--- config.mk ---
export PLATFORM = sky130hd
export DESIGN_NAME = rail_supervisor
export DESIGN_NICKNAME = d
export VERILOG_FILES = /design/src/rtl/rail_supervisor.sv
export SDC_FILE = /design/constraint.sdc
export NUM_CORES = 1
export LEC_CHECK = 0
export BUFFER_PORTS_ARGS = -buffer_cell sky130_fd_sc_hd__buf_2
export CAP_MARGIN = 20
export CORE_UTILIZATION = 63
export CTS_CLUSTER_SIZE = 25
export DETAILED_ROUTE_END_ITERATION = 8
export PLACE_DENSITY = 0.86
export SETUP_SLACK_MARGIN = 0.5
export SYNTH_ARGS = -nofsm -noshare
export SYNTH_HDL_FRONTEND = slang
export SYNTH_SLANG_ARGS = --single-unit
--- constraint.sdc ---
create_clock -name clk -period 4.6 [get_ports clk]
set_input_delay 0.92 -clock clk [delete_from_list [all_inputs] [get_ports clk]]
set_output_delay 0.92 -clock clk [all_outputs]
set_load 0.02 [all_outputs]
--- src/rtl/rail_supervisor.sv ---
module rail_supervisor #(
  parameter int NUM_RAILS   = 4,
  parameter int CNT_W       = 16,
  parameter int RST_TIMEOUT = 1000,
  parameter int WD_TIMEOUT  = 4000,
  parameter int WD_STARTUP  = 20000,
  parameter int DEBOUNCE    = 8
) (
  input  logic                 clk,
  input  logic                 rst_n,
  input  logic [NUM_RAILS-1:0] rail_uv,
  input  logic                 mr_n,
  input  logic                 margin_n,
  input  logic                 wdi,
  input  logic                 wd_en,
  input  logic                 tmo_sel,
  input  logic [CNT_W-1:0]     tmo_prog,
  output logic [NUM_RAILS-1:0] fault_n,
  output logic                 sys_rst_n
);
  localparam int DB_W = $clog2(DEBOUNCE + 1);

  logic            mr_s1, mr_s2, mr_db;
  logic [DB_W-1:0] db_cnt;
  logic            w_s1, w_s2, w_s3;
  logic            rst_active, wd_first;
  logic [CNT_W-1:0] rst_cnt, wd_cnt;

  wire             any_uv    = |rail_uv;
  wire             wd_edge   = w_s2 ^ w_s3;
  wire [CNT_W-1:0] tmo       = tmo_sel ? tmo_prog : CNT_W'(RST_TIMEOUT);
  wire [CNT_W-1:0] wd_limit  = wd_first ? CNT_W'(WD_STARTUP) : CNT_W'(WD_TIMEOUT);
  wire             wd_expire = wd_en && !rst_active && (wd_cnt == wd_limit);
  wire             fault_src = any_uv || !mr_db || wd_expire;
  wire             tmo_done  = ({1'b0, rst_cnt} + 1'b1) >= {1'b0, tmo};

  assign fault_n   = margin_n ? ~rail_uv : '1;
  assign sys_rst_n = margin_n ? !(rst_active || any_uv) : 1'b1;

  always_ff @(posedge clk or negedge rst_n)
    if (!rst_n) begin
      mr_s1 <= 1'b1; mr_s2 <= 1'b1; mr_db <= 1'b1; db_cnt <= '0;
    end else begin
      mr_s1 <= mr_n;
      mr_s2 <= mr_s1;
      if (mr_s2 == mr_db) db_cnt <= '0;
      else if (db_cnt == DB_W'(DEBOUNCE - 1)) begin
        mr_db  <= mr_s2;
        db_cnt <= '0;
      end else db_cnt <= db_cnt + 1'b1;
    end

  always_ff @(posedge clk or negedge rst_n)
    if (!rst_n) begin
      w_s1 <= 1'b0; w_s2 <= 1'b0; w_s3 <= 1'b0;
    end else begin
      w_s1 <= wdi; w_s2 <= w_s1; w_s3 <= w_s2;
    end

  always_ff @(posedge clk or negedge rst_n)
    if (!rst_n) begin
      rst_active <= 1'b1; rst_cnt <= '0;
    end else if (fault_src) begin
      rst_active <= 1'b1; rst_cnt <= '0;
    end else if (rst_active) begin
      if (tmo_done) begin
        rst_active <= 1'b0; rst_cnt <= '0;
      end else rst_cnt <= rst_cnt + 1'b1;
    end

  always_ff @(posedge clk or negedge rst_n)
    if (!rst_n) begin
      wd_cnt <= '0; wd_first <= 1'b1;
    end else if (rst_active || !wd_en) begin
      wd_cnt <= '0; wd_first <= 1'b1;
    end else if (wd_edge) begin
      wd_cnt <= '0; wd_first <= 1'b0;
    end else if (!wd_expire) wd_cnt <= wd_cnt + 1'b1;

  a_r3_debounce_source: assert property (@(posedge clk) disable iff (!rst_n)
    !$stable(mr_db) |-> mr_db == $past(mr_s2));
  a_r4_release_needs_quiet: assert property (@(posedge clk) disable iff (!rst_n)
    $fell(rst_active) |-> ($past(!fault_src) && $past(rst_active)));
  a_r8_edge_restarts: assert property (@(posedge clk) disable iff (!rst_n)
    $past(wd_edge && wd_en && !rst_active) |-> (wd_cnt == '0 && !wd_first));
  a_r9_cleared_in_reset: assert property (@(posedge clk) disable iff (!rst_n)
    $past(rst_active) |-> (wd_cnt == '0 && wd_first));
  a_r10_idle_when_off: assert property (@(posedge clk) disable iff (!rst_n)
    $past(!wd_en) |-> (wd_cnt == '0));
  a_r7_count_bounded: assert property (@(posedge clk) disable iff (!rst_n)
    wd_cnt <= CNT_W'(WD_STARTUP) || wd_cnt <= CNT_W'(WD_TIMEOUT));
endmodule

Word-level counts from Yosys, hierarchy flattened
Index checks and enable logic that the tools add are counted.
- register bits after elaboration: 44
- input port bits: 27
- output and inout port bits: 5
- logic and storage cells: 54
- $add $sub $neg: 4
- order comparisons: 1
- eq/ne operators: 4
- muxes and demuxes: 17
- bitwise logic cells: 3
- reduce and logical (&&, ||, !) cells: 14
- operator list (operator ; number):
    16-bit 2-to-1 mux ; 7
    16-bit by 1-bit adder with 16-bit output (second input constant) ; 2
    16-bit by 1-bit adder with 17-bit output (second input constant) ; 1
    17-bit by 16-bit >= comparator with 1-bit output ; 1
    16-bit by 15-bit == test with 1-bit output ; 1
    15-bit 2-to-1 mux ; 1
    4-bit 2-to-1 mux ; 3
    1-bit 2-to-1 mux ; 6
    4-bit by 1-bit adder with 4-bit output (second input constant) ; 1
    4-bit by 3-bit == test with 1-bit output (second input constant) ; 1
    1-bit logical NOT ; 4
    1-bit logical OR ; 4
    4-bit inverter ; 1
    2-bit nonzero test ; 2
    4-bit OR reduction ; 1
    3-bit by 2-bit inequality test with 1-bit output (second input constant) ; 1
    1-bit logical AND ; 2
    2-bit AND reduction ; 1
    1-bit == test ; 1
    1-bit inverter ; 1
    1-bit bitwise XOR ; 1

Logic depth before layout (Yosys ltp)
Gate-level depths: netlist of the first run.
- word-level depth: 6
- depth in mapped cells: 14
- depth with buffers taken out: 13

Worst setup path before layout of the first run
OpenSTA, ideal clock, no wires.
- kind: flip-flop to flip-flop
- start point: register rst_cnt[2]
- end point: register rst_cnt[10]
- library setup time: 119 ps
- arrival time: 2822 ps
- data required time: 4481 ps
- slack: 1659 ps
- cell stages (with the launch flop): 14
- buffers on the path: 2
- clock period less this slack: 2941 ps
- cell sequence: dfrtp_1 -> nand3_2 -> or3_1 -> or3_1 -> xnor2_1 -> inv_1 -> ha_1 -> nand3_1 -> nor3_1 -> o41a_1 -> clkbuf_1 -> buf_4 -> o32ai_1 -> and2_1
- longest elaborated chain between the ends: 5
- elaborated cells on any way between the ends: 6
- those cells by class: add/sub (2); order compare (1); mux (3)
- RTL lines (what ; RTL line ; source):
    start: declaration ; 27 ; logic [CNT_W-1:0] rst_cnt, wd_cnt;
    start signal: assignment ; 68 ; end else rst_cnt <= rst_cnt + 1'b1;
    16-bit by 1-bit adder with 17-bit output ; 35 ; wire tmo_done = ({1'b0, rst_cnt} + 1'b1) >= {1'b0, tmo};
    17-bit by 16-bit >= comparator with 1-bit output ; 35 ;
    16-bit 2-to-1 mux (*) ; 66 ; if (tmo_done) begin
    16-bit 2-to-1 mux (*) ; 65 ; end else if (rst_active) begin
    16-bit 2-to-1 mux (*) ; 63 ; end else if (fault_src) begin
Every way passes the cells marked *; elsewhere a longest branch is shown, timed or not. The select of a mux whose other input is x is not followed.
A chain may end at the register's enable or synchronous reset.

Final worst setup path of the first run
- start point: register rst_cnt[0]
- end point: register rst_cnt[13]
Same word-level chain as after synthesis.

==> qor.yml, run 1 <==
synth:
  ys.flop_type: "dfrtp_1"
  synth_edf_count: 0
  synth_cells: 309
  syn-num-nets: 356
  syn_area_um2: 2780
  async_flop_share_pct: 100
  netlist-cell-type-count: 40
  syn_area_per_cell_um2: 9.01
  seq_area_frac_synth_pct: 39.8
  ys_seq_elements: 44
  synth_warnings: 0
power:
  peakVddDrop_mv: 0.304
  pwr-share-seq_pct: 51.4
  p_per_area_nw_per_um2: 264
  comb_power_share_pct: 9.2
  p_int_uw: 631
  p_sw_share_pct: 22.6
  switchingPower_uw: 184
  p_leak_uw: 0.00142
  pwr-share-clk_pct: 39.4
routing:
  first_pass_iters: 4
  wl_per_cell_um: 13.3
  drt_iter0_markers: 101
  via_count: 2166
  wl_um: 5200
  viasPerCell: 5.55
  route.detailed.drc: 0
  drtAntennaViolNets: 0
sta:
  max_freq_mhz: 285
  finalMaxSlewViolations: 0
  rsz0062_at_grt: "false"
  period_needed_ns: 3.51
  worstMarginPinSlew_ns: 0.940
  layout_worst_path_cycle_share_pct: 76.2
  setup-tns-final_ns: 0
  final.setup_skew_ns: 0.00569
  maxSlewHeadroom_pct: 37.3
  hold_viol: 0
  setup_viol: 0
finish:
  fillers: 297
  nets: 386
  final_cell_mix: "39 x dfrtp_1, 33 x nand2_1, 31 x buf_2, 28 x inv_1, 25 x nor2_1"
  drive_gt1_share_pct: 15.0
  stdcell_area_um2: 3090
  diodes: 0
  area_delta_synth_final_pct: 10.9
  mostFrequentLayoutCell: "dfrtp_1"
clock_tree:
  cts-hold-fix-buffers: 0
  postCtsSetupBuffers: 0
  cts.sinks: 44
  htreeDepth: 2
  cts_tree: "done"
  cts_root_buf: "clkbuf_8"
  clockBufferDepth: 2
  worstSkewPairLatency_ns: 0.30
  post_cts_resized: 0
  cts_buffers: 5
  clk_pin_slew_worst_paths_ns: 0.08
setup_path:
  rr_startpoint: "rst_cnt[0]"
  r2r_slack_ns: 1.09
  cp_max_fo: 17
  worstRegToRegCells: 12
  crit_path_cell_trace: "ha_1 > nand2_1 > nor4_1 > nand3_1 > xnor2_1 > inv_1 > ha_1 > nand3_1 > nor3_1 > o41a_1 > o32ai_1 > and2_1"
  crit_type: "flip-flop to flip-flop"
  slowest_delay_ns: 0.63
  r2r-end: "rst_cnt[13]"
  crit_path_end_kind: "flip-flop"
  cp_data_required_time_ns: 4.79
  critPathLaunch: "rst_cnt[0]"
  crit_arrival_ns: 3.70
  slowest_stage: "o41a_1"
  worst_setup_path_start_kind: "flip-flop"
floorplan:
  die_area_um2: 4690
  coreArea_um2: 4120
  initial_utilization_pct: 67.6
  io_pins: 32
  die-width_um: 68.5
  die_h_um: 68.5
  num_rows: 23
global_route:
  grt_pass1_wl_um: 8480
  grt_max_degree: 45
  grt_pass1_vias: 2035
  grt_usage_pct: 24.6
  antenna_found_initial: 0
  grt_overflow_total: 0
run_status:
  status: "completed"
flow_run:
  maxCapViolations: 0
placement:
  gp_congestion: 0.854
  dp_hpwl_um: 3850
  portBuffers: 31
  placed_area_um2: 2960
min_path:
  min_from: "w_s1"
  holdPathStages: 0
  holdPathEnd: "w_s2"
  hold_class: "flip-flop to flip-flop"
## cell usage after synthesis, drive strengths merged (3+ instances only)
cell type | n | area share, %
a211oi | 4 | 1.1
a21oi | 10 | 1.8
and2 | 13 | 2.9
and3 | 5 | 1.1
buf | 3 | 0.99
clkbuf | 5 | 0.67
dfrtp | 39 | 35
dfstp | 5 | 4.7
ha | 20 | 9.0
inv | 28 | 3.8
nand2 | 33 | 4.4
nand2b | 3 | 0.67
nand3 | 18 | 3.4
nand4 | 4 | 1.4
nor2 | 25 | 3.4
nor2b | 12 | 2.7
nor3 | 10 | 1.8
o21a | 4 | 1.1
o21ai | 7 | 1.3
o32ai | 12 | 3.8
or3 | 5 | 1.1
xnor2 | 22 | 6.9
xor2 | 5 | 1.6
## flip-flops by register name (all words and copies together) (netlist names)
signal      cells
rst_cnt        16
w_s1            1
w_s2            1
wd_first        1
rst_active      1
wd_cnt         16
mr_s1           1
mr_s2           1
w_s3            1
mr_db           1
db_cnt          4
## stage by stage
stage / hold WS [ns] / worst slack (ns) / power, uW / instances / utilization (%)
after floorplan: 0.331 / 1.66 / 468 / 309 / -
after global placement: 0.333 / 1.24 / 497 / 382 / 71.9
after detailed placement: 0.340 / 1.09 / 502 / 382 / 71.9
after CTS: 0.358 / 1.07 / 820 / 390 / 75.0
after global routing: 0.363 / 0.781 / 848 / 390 / 75.0
final: 0.356 / 1.09 / 815 / 390 / 75.0
## worst max-delay path: cells and delay by family (launching register included)
family / cells / cell delay (ns)
AND/OR/NAND/NOR: 6 / 1.29
AO/OA/AOI/OAI: 2 / 0.82
adder cells (fa/ha/maj): 2 / 0.55
flip-flops: 1 / 0.46
XOR/XNOR: 1 / 0.21
buffers and inverters: 1 / 0.07
## per-layer routing
layer	GRT usage (%)	vias up	wire, um
li1	-	1114	-
met1	29.3	1007	2370
met2	43.8	39	2590
met3	4.33	6	174
met4	9.38	0	68
met5	0	-	0
## final cells by class
class | instances | area, um^2 | area share [%]
inverters | 28 | 105 | 3.40
well taps | 50 | 62.6 | 2.03
flip-flops and latches | 44 | 1110 | 35.9
multi-input cells | 229 | 1530 | 49.6
repair buffers | 31 | 155 | 5.03
clock buffers | 7 | 96.3 | 3.12
clock inverters | 1 | 30.0 | 0.973
## cell families (layout without fill, tap and decap cells)
| family | Yosys count | after routing | share of synthesized area [%] |
|---|---|---|---|
| adders and majority gates | 20 | 20 | 8.99 |
| DFF | 44 | 44 | 39.8 |
| AOI/OAI and AO/OA | 40 | 40 | 9.93 |
| and+or+nand+nor | 141 | 141 | 27.0 |
| muxes | 1 | 1 | 0.360 |
| xor gates and xnor gates | 27 | 27 | 8.49 |
| buffers and inverters | 36 | 67 | 5.44 |
## worst max path at each step
stage / to / depth (start not counted)
2_1_floorplan: rst_cnt[10] / 13
3_3_place_gp: rst_cnt[14] / 12
3_5_place_dp: rst_cnt[13] / 12
4_1_cts: rst_cnt[13] / 12
5_1_grt: rst_cnt[13] / 12
6_report: rst_cnt[13] / 12
## power groups by stage
stage               logic [uW]  clock network [uW]  registers [uW]
finish                    74.9                 321             419
global route              87.0                 340             420
CTS                       76.9                 325             418
detailed placement        76.4                   0             426
global placement          72.1                   0             425
floorplan                 44.6                   0             423
(Power assumes the default switching activity.)
==> inputs of run 2 (changes only) <==
- ABC_AREA: unset -> 1
- CORE_UTILIZATION: 63 -> 59
- PLACE_DENSITY: 0.86 -> 0.81
- clock period: 4.6 -> 3.6 ns (I/O delays scaled with it)
==> run 2 against run 1 <==
Against the previous run:
- hold slack worse by 0.0067 ns
- first-iteration DRC count is 56% higher
- cell count up 26%
- register-to-register slack lost 0.30 ns
- largest cell class unchanged
==> qor.yml, run 2 <==
synth:
  netlist-cell-type-count: 35  # was 40
  ys.flop_type: "dfrtp_1"  # unchanged
  synth_warnings: 0  # unchanged
  synthTopCellsByArea: "dfrtp_1 34%, nand2_1 14%, ha_1 8.6%"  # was dfrtp_1 35%, ha_1 9.0%, xnor2_1 6.9%
  synth_edf_count: 0  # unchanged
  syn_area_um2: 2900  # was 2780 um^2
  yosysTopAreaCell: "dfrtp_1"  # unchanged
  async_flop_share_pct: 100  # unchanged
  syn_area_per_cell_um2: 7.44  # was 9.01 um^2
  synth_cells: 389  # was 309
  seq_area_frac_synth_pct: 38.2  # was 39.8%
  netlist.area_leader.share_pct: 33.7  # was 35.1%
  ys_seq_elements: 44  # unchanged
  yosysMostFrequentCell: "nand2_1"  # was dfrtp_1
  ys_top_cells_by_count: "105 x nand2_1, 57 x nor2_1, 47 x inv_1"  # was 39 x dfrtp_1, 33 x nand2_1, 28 x inv_1
  syn-num-nets: 436  # was 356
clock_tree:
  clk_pin_slew_worst_paths_ns: 0.09  # was 0.08 ns
  htreeDepth: 2  # unchanged
  worstSkewPairLatency_ns: 0.30  # about the same
  cts.sinks: 44  # unchanged
  cts_buffers: 5  # unchanged
  cts_tree: "done"  # unchanged
  cts-hold-fix-buffers: 0  # unchanged
  cts_root_buf: "clkbuf_8"  # unchanged
  clockBufferDepth: 2  # unchanged
sta:
  finalMaxSlewViolations: 0  # unchanged
  maxSlewHeadroom_pct: 44.2  # was 37.3%
  setup-tns-final_ns: 0  # unchanged
  hold_viol: 0  # unchanged
  setup_viol: 0  # unchanged
  rsz0062_at_grt: "false"  # unchanged
  final.setup_skew_ns: 0.0113  # was 0.00569 ns
  layout_worst_path_cycle_share_pct: 77.9  # was 76.2%
  worstMarginPinSlew_ns: 0.834  # was 0.940 ns
  period_needed_ns: 2.80  # was 3.51 ns
  max_freq_mhz: 357  # was 285 MHz
global_route:
  grt_pass1_wl_um: 10300  # was 8480 um
  grt_pass1_vias: 2497  # was 2,035
  antenna_found_initial: 0  # unchanged
  grt_max_degree: 45  # unchanged
  grt_usage_pct: 25.5  # was 24.6%
  grt_overflow_total: 0  # unchanged
power:
  switchingPower_uw: 239  # was 184 uW
  pwr-share-clk_pct: 39.6  # was 39.4%
  p_int_uw: 804  # was 631 uW
  peakVddDrop_mv: 0.325  # was 0.304 mV
  p_per_area_nw_per_um2: 322  # was 264 nW/um^2
  p_leak_uw: 0.00164  # was 0.00142 uW
  pwr-share-seq_pct: 50.9  # was 51.4%
  p_sw_share_pct: 22.9  # was 22.6%
  comb_power_share_pct: 9.5  # was 9.2%
  power_uw: 1040  # was 815 uW
run_status:
  status: "completed"  # unchanged
routing:
  wl_per_cell_um: 12.1  # was 13.3 um
  drtAntennaViolNets: 0  # unchanged
  via_count: 2547  # was 2,166
  route.detailed.drc: 0  # unchanged
  first_pass_iters: 4  # unchanged
  viasPerCell: 5.20  # was 5.55
  wl_um: 5930  # was 5200 um
  drt_iter0_markers: 158  # was 101
floorplan:
  die-width_um: 72.1  # was 68.5 um
  coreArea_um2: 4720  # was 4120 um^2
  num_rows: 25  # was 23
  io_pins: 32  # unchanged
  initial_utilization_pct: 61.3  # was 67.6%
  die_area_um2: 5190  # was 4690 um^2
  die_h_um: 72.1  # was 68.5 um
finish:
  drive_gt1_share_pct: 14.9  # was 15.0%
  diodes: 0  # unchanged
  fillers: 391  # was 297
  area_delta_synth_final_pct: 12.0  # was 10.9%
  post-route-util_pct: 68.7  # was 75.0%
  final_cells: 490  # was 390
  largestRegisters: "rst_cnt x16, wd_cnt x16, db_cnt x4"  # unchanged
  final_cell_mix: "105 x nand2_1, 57 x nor2_1, 47 x inv_1, 39 x dfrtp_1, 31 x buf_2"  # was 39 x dfrtp_1, 33 x nand2_1, 31 x buf_2, 28 x inv_1, 25 x nor2_1
  nets: 469  # was 386
  mostFrequentLayoutCell: "nand2_1"  # was dfrtp_1
min_path:
  hold_class: "input port to asynchronous set/reset pin"  # was flip-flop to flip-flop
setup_path:
  crit_path_end_kind: "flip-flop"  # unchanged
  cp_data_required_time_ns: 3.79  # was 4.79 ns
  r2r_slack_ns: 0.80  # was 1.09 ns
  worst_setup_path_start_kind: "flip-flop"  # unchanged
  worstRegToRegCells: 16  # was 12
  cp_max_fo: 17  # unchanged
  rr_startpoint: "rst_cnt[0]"  # unchanged
  critPathLaunch: "rst_cnt[0]"  # unchanged
  crit_arrival_ns: 2.99  # was 3.70 ns
  crit_type: "flip-flop to flip-flop"  # unchanged
placement:
  portBuffers: 31  # unchanged
  dp.cells: 481  # was 382
  dp_hpwl_um: 4390  # was 3850 um
  gp_congestion: 0.919  # was 0.854
flow_run:
  maxCapViolations: 0  # unchanged
[run 2: cell count changes after synthesis, moves of 6 or more]
cell     before  now
o32ai_1      12    0
and2_1       13    1
inv_1        28   47
nand3_1      17   29
nor2b_1      12    0
xnor2_1      22    7
nand2_1      33  105
o21ai_0       7   13
nor2_1       25   57
[run 2: logic make-up after synthesis]
kind of cell               after synthesis  synth area share (%)
AOI/OAI and AO/OA                       34                  6.57
DFF                                     44                  38.2
adders and majority gates               20                  8.64
buffers and inverters                   55                  7.99
xor gates and xnor gates                16                  4.84
and+or+nand+nor                        220                  33.7
[run 2: power groups by stage]
stage          clock network, uW  logic (uW)  registers (uW)
6_report                     413        98.9             531
5_1_grt                      443         119             536
4_1_cts                      421        97.4             532
3_5_place_dp                   0        96.6             541
3_3_place_gp                   0        93.8             540
2_1_floorplan                  0        59.3             538
[run 2: timing repair]
| item | CTS | global route |
|---|---|---|
| buffers inserted | 0 | 0 |
| setup endpoints to repair | 0 | 17 |
| gates resized for setup | 0 | 3 |
[run 2: routing by layer]
layer	track usage [%]	share of wire, %	vias up
met3	4.44	3.7	12
li1	-	-	1303
met2	45.8	50	60
met1	29.8	44	1172
met5	0	0	-
met4	11.5	2.4	0
[run 2: path summary, 6_finish.rpt]
check	to
max	rst_cnt[11]
min	rst_cnt[8]
max reg2reg	rst_cnt[11]
min reg2reg	mr_s2
max in group asynchronous	wd_first
min in group clk	mr_s2
[run 2: area by class of cell]
| class | instances | area (um^2) | area share (%) |
|---|---|---|---|
| tap | 67 | 83.8 | 2.58 |
| clock inverter | 1 | 30.0 | 0.926 |
| multi-input combinational | 290 | 1570 | 48.3 |
| clock buffer | 7 | 96.3 | 2.97 |
| sequential | 44 | 1110 | 34.1 |
| timing repair buffer | 32 | 175 | 5.40 |
| inverter | 49 | 184 | 5.67 |
[run 2: stage by stage]
step,hold slack (ns),setup slack (ns),instance area [um^2]
3_5_place_dp,0.336,0.693,3090
6_report,0.350,0.796,3240
5_1_grt,0.359,0.516,3240
4_1_cts,0.354,0.619,3210
2_1_floorplan,0.331,1.12,2900
3_3_place_gp,0.333,0.777,3090
[run 2: critical path, cell delays in order (launching register included)]
cell     delay [ns]
dfrtp_1        0.42
ha_1           0.22
nand3_2        0.13
nor2_4         0.15
nand2_1        0.09
nor2_1         0.10
nand2_1        0.07
xor2_1         0.20
inv_1          0.08
ha_1           0.30
nand2_1        0.06
nor3_1         0.20
nand4_1        0.12
o21ai_1        0.24
nor2_4         0.14
nand3_1        0.13
nand2_1        0.06
